--- config.mk ---
export PLATFORM = sky130hd
export DESIGN_NAME = aud_ser_tx
export DESIGN_NICKNAME = d
export VERILOG_FILES = /design/src/rtl/aud_ser_pkg.sv /design/src/rtl/aud_ser_bclk_gen.sv /design/src/rtl/aud_ser_slave_trk.sv /design/src/rtl/aud_ser_shift.sv /design/src/rtl/aud_ser_tx.sv
export SDC_FILE = /design/constraint.sdc
export NUM_CORES = 1
export LEC_CHECK = 0
export BUFFER_PORTS_ARGS = -buffer_cell sky130_fd_sc_hd__clkbuf_2
export CORE_MARGIN = 10
export CORE_UTILIZATION = 30
export CTS_CLUSTER_DIAMETER = 150
export CTS_CLUSTER_SIZE = 40
export DETAILED_ROUTE_END_ITERATION = 7
export PLACE_DENSITY = 0.55
export SYNTH_ARGS = -nofsm -noshare
export SYNTH_HDL_FRONTEND = slang
export SYNTH_HIERARCHICAL = 1
export SYNTH_SLANG_ARGS = --single-unit
export TNS_END_PERCENT = 10
--- constraint.sdc ---
create_clock -name clk -period 8 [get_ports clk]
set_input_delay 0.4 -clock clk [delete_from_list [all_inputs] [get_ports clk]]
set_output_delay 0.4 -clock clk [all_outputs]
set_load 0.02 [all_outputs]
--- src/rtl/aud_ser_pkg.sv ---
package aud_ser_pkg;

    localparam int SLOT_BITS = 32;
    localparam int TX_BITS   = 20;
    localparam int DIV_W     = 4;

    typedef struct packed {
        logic             master;
        logic             slave;
        logic             bypass;
        logic [DIV_W-1:0] div;
    } role_t;

    // clock-mode code -> role and master-clock divider (ratio / 64)
    function automatic role_t decode_role(input logic [2:0] code);
        role_t r;
        r = '0;
        case (code)
            3'd0: begin r.master = 1'b1; r.div = 4'd4;  end
            3'd1: begin r.master = 1'b1; r.div = 4'd6;  end
            3'd2: begin r.master = 1'b1; r.div = 4'd8;  end
            3'd3: begin r.master = 1'b1; r.div = 4'd12; end
            3'd4: r.slave = 1'b1;
            3'd7: begin r.master = 1'b1; r.bypass = 1'b1; r.div = 4'd4; end
            default: r = '0;
        endcase
        return r;
    endfunction

    // frame-clock level that marks the left half
    function automatic logic left_level(input logic [1:0] f);
        return (f != 2'd3);
    endfunction

endpackage

--- src/rtl/aud_ser_bclk_gen.sv ---
module aud_ser_bclk_gen #(
    parameter int DW = 4
) (
    input  logic          clk,
    input  logic          rst_n,
    input  logic          en,
    input  logic [DW-1:0] div,
    output logic          bclk,
    output logic          fall
);
    typedef struct packed {
        logic [DW-1:0] cnt;
        logic          bclk;
    } st_t;

    st_t  s_q, s_d;
    logic last, mid;

    always_comb begin
        last = en && (s_q.cnt == div - DW'(1));
        mid  = en && (s_q.cnt == (div >> 1) - DW'(1));
        s_d  = s_q;
        if (!rst_n) begin
            s_d = '0;
        end else if (en) begin
            s_d.cnt = last ? '0 : s_q.cnt + DW'(1);
            if (mid)  s_d.bclk = 1'b1;
            if (last) s_d.bclk = 1'b0;
        end
    end

    always_ff @(posedge clk) s_q <= s_d;

    assign bclk = s_q.bclk;
    assign fall = last;
endmodule

--- src/rtl/aud_ser_slave_trk.sv ---
module aud_ser_slave_trk #(
    parameter int TMO = 1024
) (
    input  logic clk,
    input  logic rst_n,
    input  logic en,
    input  logic bclk_in,
    input  logic lrclk_in,
    output logic fall,
    output logic lr,
    output logic tmo
);
    localparam int TW = $clog2(TMO + 1);

    typedef struct packed {
        logic          b1;
        logic          b2;
        logic          bp;
        logic          l1;
        logic          l2;
        logic          lp;
        logic [TW-1:0] cnt;
        logic          tmo;
    } st_t;

    st_t  s_q, s_d;
    logic lr_edge;

    always_comb begin
        fall    = en & s_q.bp & ~s_q.b2;
        lr_edge = s_q.l2 ^ s_q.lp;
        s_d     = s_q;
        if (!rst_n) begin
            s_d = '0;
        end else begin
            s_d.b1 = bclk_in;
            s_d.b2 = s_q.b1;
            s_d.bp = s_q.b2;
            s_d.l1 = lrclk_in;
            s_d.l2 = s_q.l1;
            s_d.lp = s_q.l2;
            if (!en || lr_edge) begin
                s_d.cnt = '0;
                s_d.tmo = 1'b0;
            end else if (s_q.cnt == TW'(TMO)) begin
                s_d.tmo = 1'b1;
            end else begin
                s_d.cnt = s_q.cnt + TW'(1);
            end
        end
    end

    always_ff @(posedge clk) s_q <= s_d;

    assign lr  = s_q.l2;
    assign tmo = s_q.tmo;
endmodule

--- src/rtl/aud_ser_shift.sv ---
module aud_ser_shift
    import aud_ser_pkg::*;
#(
    parameter int SW = 20
) (
    input  logic          clk,
    input  logic          rst_n,
    input  logic [1:0]    fmt,
    input  logic          slave,
    input  logic          fall,
    input  logic          lr_in,
    input  logic          kill,
    input  logic [SW-1:0] left_i,
    input  logic [SW-1:0] right_i,
    input  logic          valid,
    output logic          sdata,
    output logic          lr_o,
    output logic [4:0]    pos_o
);
    typedef struct packed {
        logic [SLOT_BITS-1:0] sr;
        logic [SW-1:0]        rhold;
        logic [4:0]           pos;
        logic                 half;
        logic                 live;
    } st_t;

    st_t                  s_q, s_d;
    logic                 lvl_left, bnd, nxt_half;
    logic [SW-1:0]        smp;
    logic [TX_BITS-1:0]   s20;
    logic [SLOT_BITS-1:0] word;

    always_comb begin
        lvl_left = left_level(fmt);
        if (slave) begin
            nxt_half = (lr_in != lvl_left);
            bnd      = fall && (nxt_half != s_q.half);
        end else begin
            nxt_half = ~s_q.half;
            bnd      = fall && (s_q.pos == 5'd31);
        end
        smp = nxt_half ? s_q.rhold : left_i;
        s20 = smp[SW-1 -: TX_BITS];
        case (fmt)
            2'd0:    word = {16'd0, s20[TX_BITS-1 -: 16]};
            2'd1:    word = {{(SLOT_BITS-TX_BITS){1'b0}}, s20};
            2'd2:    word = {s20, {(SLOT_BITS-TX_BITS){1'b0}}};
            default: word = {1'b0, s20, {(SLOT_BITS-TX_BITS-1){1'b0}}};
        endcase

        s_d = s_q;
        if (!rst_n) begin
            s_d      = '0;
            s_d.pos  = 5'd31;
            s_d.half = 1'b1;
        end else begin
            if (fall) begin
                if (bnd) begin
                    s_d.sr   = word;
                    s_d.pos  = 5'd0;
                    s_d.half = nxt_half;
                    if (!nxt_half) begin
                        s_d.rhold = right_i;
                        if (valid) s_d.live = 1'b1;
                    end
                end else begin
                    s_d.sr = {s_q.sr[SLOT_BITS-2:0], 1'b0};
                    if (s_q.pos != 5'd31) s_d.pos = s_q.pos + 5'd1;
                end
            end
            if (kill) begin
                s_d.live = 1'b0;
                s_d.sr   = '0;
            end
        end
    end

    always_ff @(posedge clk) s_q <= s_d;

    assign sdata = s_q.live & s_q.sr[SLOT_BITS-1];
    assign lr_o  = s_q.half ? ~lvl_left : lvl_left;
    assign pos_o = s_q.pos;
endmodule

--- src/rtl/aud_ser_tx.sv ---
module aud_ser_tx
    import aud_ser_pkg::*;
#(
    parameter int SW  = 20,
    parameter int TMO = 1024
) (
    input  logic          clk,
    input  logic          rst_n,
    input  logic [2:0]    clk_mode_i,
    input  logic [1:0]    fmt_i,
    input  logic [SW-1:0] left_i,
    input  logic [SW-1:0] right_i,
    input  logic          smp_valid_i,
    input  logic          bclk_i,
    input  logic          lrclk_i,
    output logic          bclk_o,
    output logic          lrclk_o,
    output logic          sdata_o,
    output logic          bypass_o
);
    typedef struct packed {
        logic [2:0] mode;
        logic [1:0] fmt;
    } cfg_t;

    cfg_t  cfg_q, cfg_d;
    role_t role;
    logic  mfall, mbclk, sfall, slr, tmo, fall, lr_m, sdata;
    logic  is_master;
    logic [4:0] pos;

    always_comb begin
        cfg_d = cfg_q;
        if (!rst_n) begin
            cfg_d.mode = clk_mode_i;
            cfg_d.fmt  = fmt_i;
        end
    end

    always_ff @(posedge clk) cfg_q <= cfg_d;

    assign role      = decode_role(cfg_q.mode);
    assign is_master = role.master;

    aud_ser_bclk_gen #(.DW(DIV_W)) u_gen (
        .clk   (clk),
        .rst_n (rst_n),
        .en    (role.master),
        .div   (role.div),
        .bclk  (mbclk),
        .fall  (mfall)
    );

    aud_ser_slave_trk #(.TMO(TMO)) u_trk (
        .clk      (clk),
        .rst_n    (rst_n),
        .en       (role.slave),
        .bclk_in  (bclk_i),
        .lrclk_in (lrclk_i),
        .fall     (sfall),
        .lr       (slr),
        .tmo      (tmo)
    );

    assign fall = role.master ? mfall : sfall;

    aud_ser_shift #(.SW(SW)) u_shift (
        .clk     (clk),
        .rst_n   (rst_n),
        .fmt     (cfg_q.fmt),
        .slave   (role.slave),
        .fall    (fall),
        .lr_in   (slr),
        .kill    (tmo),
        .left_i  (left_i),
        .right_i (right_i),
        .valid   (smp_valid_i),
        .sdata   (sdata),
        .lr_o    (lr_m),
        .pos_o   (pos)
    );

    assign bclk_o   = role.master & mbclk;
    assign lrclk_o  = role.master & lr_m;
    assign sdata_o  = sdata;
    assign bypass_o = role.bypass;
endmodule

Word-level counts from Yosys, hierarchy flattened
Index checks and enable logic that the tools add are counted.
{"block": "op_classes", "addsub": 5, "n_eq_ne": 15, "mux": 16, "bitwise": 11, "n_reduce_logical": 19}
{"operator": "$pmux 32 s3", "n": 1}
{"operator": "$mux 32", "n": 1}
{"operator": "$mux 20", "n": 1}
{"operator": "$pmux 4 s4", "n": 1}
{"operator": "$add 11x1->11 const B", "n": 1}
{"operator": "$eq 11x11->1 const B", "n": 1}
{"operator": "$mux 5", "n": 2}
{"operator": "$mux 1", "n": 9}
{"operator": "$eq 4x4->1", "n": 2}
{"operator": "$eq 3x2->1 const B", "n": 2}
{"operator": "$eq 3x3->1 const B", "n": 2}
{"operator": "$reduce_and 2->1", "n": 3}
{"operator": "$reduce_or 2->1", "n": 3}
{"operator": "$add 5x1->5 const B", "n": 1}
{"operator": "$and 1x1->1", "n": 5}
{"operator": "$eq 5x5->1 const B", "n": 1}
{"operator": "$ne 5x5->1 const B", "n": 1}
{"operator": "$not 1->1", "n": 5}
{"operator": "$reduce_or 5->1", "n": 1}
{"operator": "$add 4x1->4 const B", "n": 1}
{"operator": "$logic_and 1x1->1", "n": 4}
{"operator": "$mux 4", "n": 1}
{"operator": "$reduce_and 4->1", "n": 1}
{"operator": "$reduce_bool 2->1", "n": 2}
{"operator": "13 further kinds", "n": 14}
{"block": "totals", "ff_bits": 87, "input_bits": 50, "out_inout_bits": 4, "word_cells": 83}

Logic depth before layout (Yosys ltp)
Gate-level depths: netlist of run 1.
{"block": "logic_depth", "ltp_word": 11, "mapped_depth": 14, "ltp_nobuf": 12}

By module
The synthesis of run 1 kept the hierarchy.
{"mod": "aud_ser_shift", "instances": 1, "cells_per_inst": 418, "area_each_um2": 3694.8, "seq_area_each_um2": 1181.1}
{"mod": "aud_ser_slave_trk", "instances": 1, "cells_per_inst": 84, "area_each_um2": 798.3, "seq_area_each_um2": 360.3}
{"mod": "aud_ser_bclk_gen", "instances": 1, "cells_per_inst": 44, "area_each_um2": 387.9, "seq_area_each_um2": 100.1}
{"mod": "aud_ser_tx", "instances": 1, "cells_per_inst": 18, "area_each_um2": 247.7, "seq_area_each_um2": 150.1}

Worst setup path after synthesis of run 1
Ideal clock, no wire load.
{"block": "synth_timing", "kind": "flip-flop to flip-flop", "startpoint": "register cfg_q[3] (netlist bit)", "endpoint": "register u_shift/s_q[49] (netlist bit)", "setup_ps": 137, "t_arrival_ps": 2691, "t_required_ps": 7863, "path_slack_ps": 5173, "stages_incl_launch_ff": 12, "n_path_buf": 3, "period_less_slack_ps": 2827, "path_cell_list": "edfxtp_1 nor3_1 inv_1 ha_1 xor2_1 nand3_1 nor3_2 mux2_4 clkbuf_1 clkbuf_1 clkbuf_1 a31oi_1"}
{"element": "from (decl)", "line_no": "aud_ser_tx.sv:26", "text": "cfg_t cfg_q, cfg_d;"}
{"element": "from (signal assigned)", "line_no": "aud_ser_tx.sv:40", "text": "always_ff @(posedge clk) cfg_q <= cfg_d;"}
{"element": "to (signal assigned)", "line_no": "aud_ser_shift.sv:79", "text": "always_ff @(posedge clk) s_q <= s_d;"}
{"element": "to (decl)", "line_no": "aud_ser_shift.sv:28", "text": "st_t s_q, s_d;"}

==> results of run 1 <==
-- through the flow --
stage / worst slack (ps) / power [mW] / std cells
final: 3860 / 1.16 / 819
after global placement: 4060 / 0.716 / 803
after global routing: 3400 / 1.22 / 819
after detailed placement: 3840 / 0.719 / 803
after floorplan: 5170 / 0.658 / 561
after CTS: 3840 / 1.18 / 819
-- cells in the final DEF, fill, tap and decap left out, types with 6 or more instances in the layout --
| master | count |
|---|---|
| xnor2_1 | 8 |
| dfxtp_1 | 82 |
| a211oi_1 | 8 |
| o21ai_0 | 30 |
| a2111o_1 | 6 |
| o2111ai_1 | 7 |
| inv_1 | 20 |
| mux2_2 | 8 |
| xor2_1 | 8 |
| clkbuf_2 | 53 |
| a21oi_1 | 13 |
| nor2_1 | 49 |
| nor2b_1 | 6 |
| o211ai_1 | 7 |
| and2_1 | 10 |
| nand2b_1 | 6 |
| nor3_1 | 6 |
| mux2i_1 | 52 |
| a31oi_1 | 26 |
| nand3_1 | 17 |
| nand2_1 | 39 |
| ha_1 | 8 |
| clkbuf_16 | 10 |
-- worst min path at each step --
stage / from / to / slack, ps / depth (start not counted)
global placement: u_trk/s_q[14] / u_trk/lr / 420 / 1
finish: fmt_i[1] / cfg_q[1] / 230 / 1
CTS: fmt_i[1] / cfg_q[1] / 210 / 1
floorplan: u_trk/s_q[14] / u_trk/lr / 410 / 1
global route: fmt_i[1] / cfg_q[1] / 210 / 1
detailed placement: u_trk/s_q[17] / u_trk/s_q[16] / 420 / 1
-- critical path, cell delays in order (launching register included) --
cell and delay, ps:
edfxtp_1 480, nor3_1 340, inv_1 150, ha_1 320, xor2_1 170, nand3_1 100
nor3_2 240, mux2_4 610, and2_1 290, o211a_1 910, mux2i_1 280, nor2_1 60
-- sequential cells by signal, summed over array words and instances (netlist names) --
signal	cells
u_trk/lr	1
u_trk/s_q	16
u_shift/s_q	54
u_gen/s_q	4
u_trk/tmo	1
cfg_q	5
u_shift/pos_o	5
u_gen/bclk	1
-- routing by layer --
| metal | wire length, um | vias up |
|---|---|---|
| met5 | 0 | - |
| met4 | 214 | 0 |
| met3 | 865 | 18 |
| met2 | 6550 | 139 |
| met1 | 6290 | 2098 |
| li1 | - | 2138 |
-- report_power, final --
group,switching (mW),internal (mW),total [mW]
registers,0.0195,0.457,0.477
clock network,0.172,0.278,0.450
logic,0.144,0.0917,0.236
-- cell type report --
cell class,count,area (um2)
timing repair buffer,57,295
inverter,21,78.8
fill,1735,10800
multi-input combinational,418,3050
clock inverter,2,35.0
sequential,87,1790
tap,220,275
clock buffer,14,285
==> impl_metrics.json, run 1 <==
{
  "run_status": "finished, final reports clean",
  "p_per_area_mw_per_mm2": 200,
  "postSynthAreaPerCell_um2": 9.11,
  "endpoint": "u_shift/s_q[15]",
  "cts_inserted_buffers": 9,
  "relSlewSlack_pct": 26.2,
  "ant_nets": 0,
  "routed_via_density": 5.36,
  "timing.rr.start": "cfg_q[3]",
  "antenna_found_initial": 0,
  "timing.hold.ws_ps": 225,
  "core_area_mm2": 0.0166,
  "reg2reg_depth": 11,
  "syn_inst": 559,
  "clockBufferDepth": 2,
  "regToRegEndpoint": "u_shift/s_q[15]",
  "clock_latency_ps": 350,
  "nNetsFinal": 652,
  "cp-startpoint": "cfg_q[3]",
  "critPathLaunchType": "register",
  "required_ps": 8200,
  "leakage_nw": 2.18,
  "worst-slew-pin-transition_ps": 1110,
  "cts_sinks": 87,
  "drv_slew": 0,
  "track_usage_pct": 12.3,
  "drv.max_cap_violation_count": 0,
  "routed_wl_mm": 13.9,
  "fin_crit_ps": 4140,
  "antenna_cells": 0,
  "grt_use_met1_pct": 15.0,
  "grt_pass1_vias": 4289,
  "postCtsHoldBufs": 0,
  "area_delta_synth_final_pct": 14.2,
  "h-tree-depth": 3,
  "gp_congestion": 0.850,
  "ys_warn_count": 6,
  "drive_above_1_share_pct": 18.7,
  "cts_setup_buffers": 0,
  "die_h_um": 150,
  "fmaxAchievable_mhz": 241,
  "grt_pass1_wl_mm": 22.3,
  "gr-max-usage-layer": "met2",
  "clock_tree.root_cell": "clkbuf_16",
  "clk_pin_slew_ps": 60,
  "start_util_pct": 30.7,
  "vias": 4393,
  "dp_hpwl_mm": 9.81,
  "wl_per_cell_um": 17.0,
  "fin_skew_ps": 12.5,
  "post-route-period-util_pct": 51.8,
  "setup-tns-final_ps": 0,
  "worstSetupPathType": "register to register",
  "grt_overflow": 0,
  "worstPathMaxFanout": 68,
  "dieWidth_um": 150,
  "final_cell_area_mm2": 0.00581,
  "port_buffers": 53,
  "drt-initial-drc-count": 293,
  "cts_tree": "done",
  "hold_path_class": "input pin to register",
  "synth_area_mm2": 0.00509,
  "post-route-util_pct": 35.1,
  "place_area_mm2": 0.00549,
  "rows": 47,
  "ioPinCount": 54,
  "cts.repair.resized": 0,
  "grt_use_met3_pct": 3.51,
  "die_area_mm2": 0.0226,
  "rsz0062_at_grt": "false",
  "end_kind": "register",
  "drc": 0,
  "hold_viol_final": 0,
  "groute.layer.met2.usage_pct": 20.2,
  "critical_path_arrival_ps": 4350,
  "rrSetupSlack_ps": 3860,
  "final-setup-viol-count": 0,
  "grt_max_degree": 69,
  "vdd_ir_drop_max_uv": 118,
  "dr.pass1.iters": 5
}
Note: power is estimated with default switching activity, not from simulation.
==> run 2, diff against run 1 <==
--- a/config.mk
+++ b/config.mk
@@ -5,13 +5,14 @@
 export SDC_FILE = /design/constraint.sdc
 export NUM_CORES = 1
 export LEC_CHECK = 0
+export ABC_AREA = 1
 export BUFFER_PORTS_ARGS = -buffer_cell sky130_fd_sc_hd__clkbuf_2
 export CORE_MARGIN = 10
 export CORE_UTILIZATION = 30
 export CTS_CLUSTER_DIAMETER = 150
 export CTS_CLUSTER_SIZE = 40
 export DETAILED_ROUTE_END_ITERATION = 7
-export PLACE_DENSITY = 0.55
+export PLACE_DENSITY = 0.57
 export SYNTH_ARGS = -nofsm -noshare
 export SYNTH_HDL_FRONTEND = slang
 export SYNTH_HIERARCHICAL = 1
==> constraint.sdc (replaced) <==
create_clock -name clk -period 3.6 [get_ports clk]
set_input_delay 0.18 -clock clk [delete_from_list [all_inputs] [get_ports clk]]
set_output_delay 0.18 -clock clk [all_outputs]
set_load 0.02 [all_outputs]
==> run 2 against run 1 <==
Compared with the run above: first-iteration DRC count up 14%; die area down 4.3%; register-to-register slack worse by 3400 ps; critical endpoint is now u_shift/s_q[23]; worst hold slack worse by 210 ps; non-clock buffer count up 6; maximum frequency up 33%; global-route usage down 0.22 points; routed wire length down 5.3%; critical path depth up 9.
==> impl_metrics.json, run 2 <==
{
  "cts_sinks": 87,
  "grt_overflow": 0,
  "setup_slack_ps": 488,
  "critical_path_arrival_ps": 3400,
  "post-route-util_pct": 35.4,
  "fillerInstances": 1733,
  "synth_area_mm2": 0.00484,
  "port_buffers": 53,
  "largestRegisters": "u_shift/s_q (54), u_trk/s_q (16)",
  "place_area_mm2": 0.00530,
  "post-route-period-util_pct": 86.4,
  "cts_setup_buffers": 0,
  "nNetsFinal": 838,
  "timing.rr.start": "cfg_q[3]",
  "cp-startpoint": "cfg_q[3]",
  "required_ps": 3880,
  "routed_via_density": 4.69,
  "groute.layer.met2.usage_pct": 18.3,
  "cts_tree": "done",
  "hold_path_class": "input pin to register",
  "worstSetupPathType": "register to register",
  "clockBufferDepth": 2,
  "p_per_area_mw_per_mm2": 428,
  "drv.max_cap_violation_count": 0,
  "die_h_um": 147,
  "die_area_mm2": 0.0216,
  "final_cell_mix": "144 x nand2_1, 92 x inv_1, 87 x o21ai_0",
  "leakage_nw": 2.54,
  "area_delta_synth_final_pct": 15.8,
  "wl_per_cell_um": 13.2,
  "drive_above_1_share_pct": 12.5,
  "clk_pin_slew_ps": 60,
  "fin_cells": 1000,
  "start_util_pct": 30.6,
  "worstPathMaxFanout": 33,
  "grt_pass1_vias": 4260,
  "final-setup-viol-count": 0,
  "timing.hold.ws_ps": 12.6,
  "setup-tns-final_ps": 0,
  "endpoint": "u_shift/s_q[23]",
  "grt_use_met3_pct": 2.61,
  "dieWidth_um": 147,
  "critPathSlowestCell": "edfxtp_1",
  "regToRegEndpoint": "u_shift/s_q[23]",
  "drc": 0,
  "placed_cells": 984,
  "syn_inst": 732,
  "final_common_cell": "nand2_1",
  "end_kind": "register",
  "fmaxAchievable_mhz": 321,
  "grt_use_met1_pct": 16.1,
  "antenna_found_initial": 0,
  "seqCellArea_mm2": 0.00179,
  "track_usage_pct": 12.0,
  "crit_chain": "inv_1, nand2_1, nor2_1, inv_1, ha_1, nor2_1, nor2_1, nand2_1, nor2_2, nand3_2, inv_1, nand2_1, nand2_1, inv_1, a21oi_1, nand2_4, inv_4, nand2_4, buf_4, a21oi_1",
  "critical_path_depth": 20,
  "antenna_cells": 0,
  "h-tree-depth": 3,
  "rsz0062_at_grt": "false",
  "routed_wl_mm": 13.2,
  "hold_viol_final": 0,
  "cts_inserted_buffers": 9,
  "fin_skew_ps": 8.60,
  "cp_num_buf_inv": 6,
  "p_total_mw": 2.40,
  "grt_max_degree": 39,
  "rows": 46,
  "cpLargestDelayFamily": "simple AND/OR/NAND/NOR gates",
  "critPathLaunchType": "register",
  "pre_cts_ws_ps": 319,
  "slowest_delay_ps": 430,
  "largest_reg_flops": 54,
  "clock_tree.root_cell": "clkbuf_16",
  "gp_congestion": 0.856,
  "ioPinCount": 54,
  "vias": 4688,
  "final_cell_area_mm2": 0.00560,
  "ant_nets": 0,
  "reg2reg_depth": 20,
  "drt-initial-drc-count": 333,
  "clock_latency_ps": 350,
  "worst-slew-pin-transition_ps": 830,
  "rrSetupSlack_ps": 490,
  "relSlewSlack_pct": 44.5,
  "ys_warn_count": 6,
  "grt_pass1_wl_mm": 21.6,
  "fin_crit_ps": 3110,
  "dr.pass1.iters": 6,
  "run_status": "finished, final reports clean",
  "multi_input_area_mm2": 0.00254,
  "core_area_mm2": 0.0158,
  "drv_slew": 0,
  "postSynthAreaPerCell_um2": 6.61,
  "dp_hpwl_mm": 9.64,
  "regMostFlops": "u_shift/s_q",
  "vdd_ir_drop_max_uv": 234,
  "gr-max-usage-layer": "met2"
}
## run 2: timing repair
| action | in CTS | in global routing |
|---|---|---|
| endpoints found under the hold margin | 0 | 1 |
| resized for setup | 0 | 1 |
| endpoints found under the setup margin | 0 | 20 |
| hold buffers | 0 | 1 |
## run 2: worst min-delay path by stage
stage                       start             to  slack, ps  depth (start not counted)
finish              clk_mode_i[0]       cfg_q[2]         10                          1
floorplan                 lrclk_i  u_trk/s_q[14]        280                          2
CTS                      fmt_i[0]       cfg_q[0]          1                          1
global placement    clk_mode_i[0]       cfg_q[2]        360                          1
detailed placement       fmt_i[1]       cfg_q[1]        360                          1
global route        clk_mode_i[0]       cfg_q[2]          4                          1
## run 2: worst register-to-register path, delay by kind of cell (launching register included)
family                   cells  cell delay [ps]
adder cells (fa/ha/maj)      1              310
buffers and inverters        6              840
AND/OR/NAND/NOR             11             1140
flip-flops                   1              430
AO/OA/AOI/OAI                2              340
## run 2: final cells by class
cell class | instances | share of cell area (%)
Multi-Input combinational cell | 522 | 45.4
Tap cell | 216 | 4.82
Inverter | 97 | 6.54
Timing Repair Buffer | 63 | 6.12
Clock buffer | 10 | 4.09
Clock inverter | 5 | 1.03
Sequential cell | 87 | 32.0
## run 2: routing by layer
metal	vias up	part of all wire (%)
li1	2464	-
met1	2074	48
met2	127	44
met3	23	5.3
met4	0	2.2
met5	-	0
## run 2: where the power goes
group	switching, mW	internal, mW	total [mW]
registers	0.0314	1.02	1.05
clock network	0.393	0.535	0.929
logic	0.279	0.141	0.420
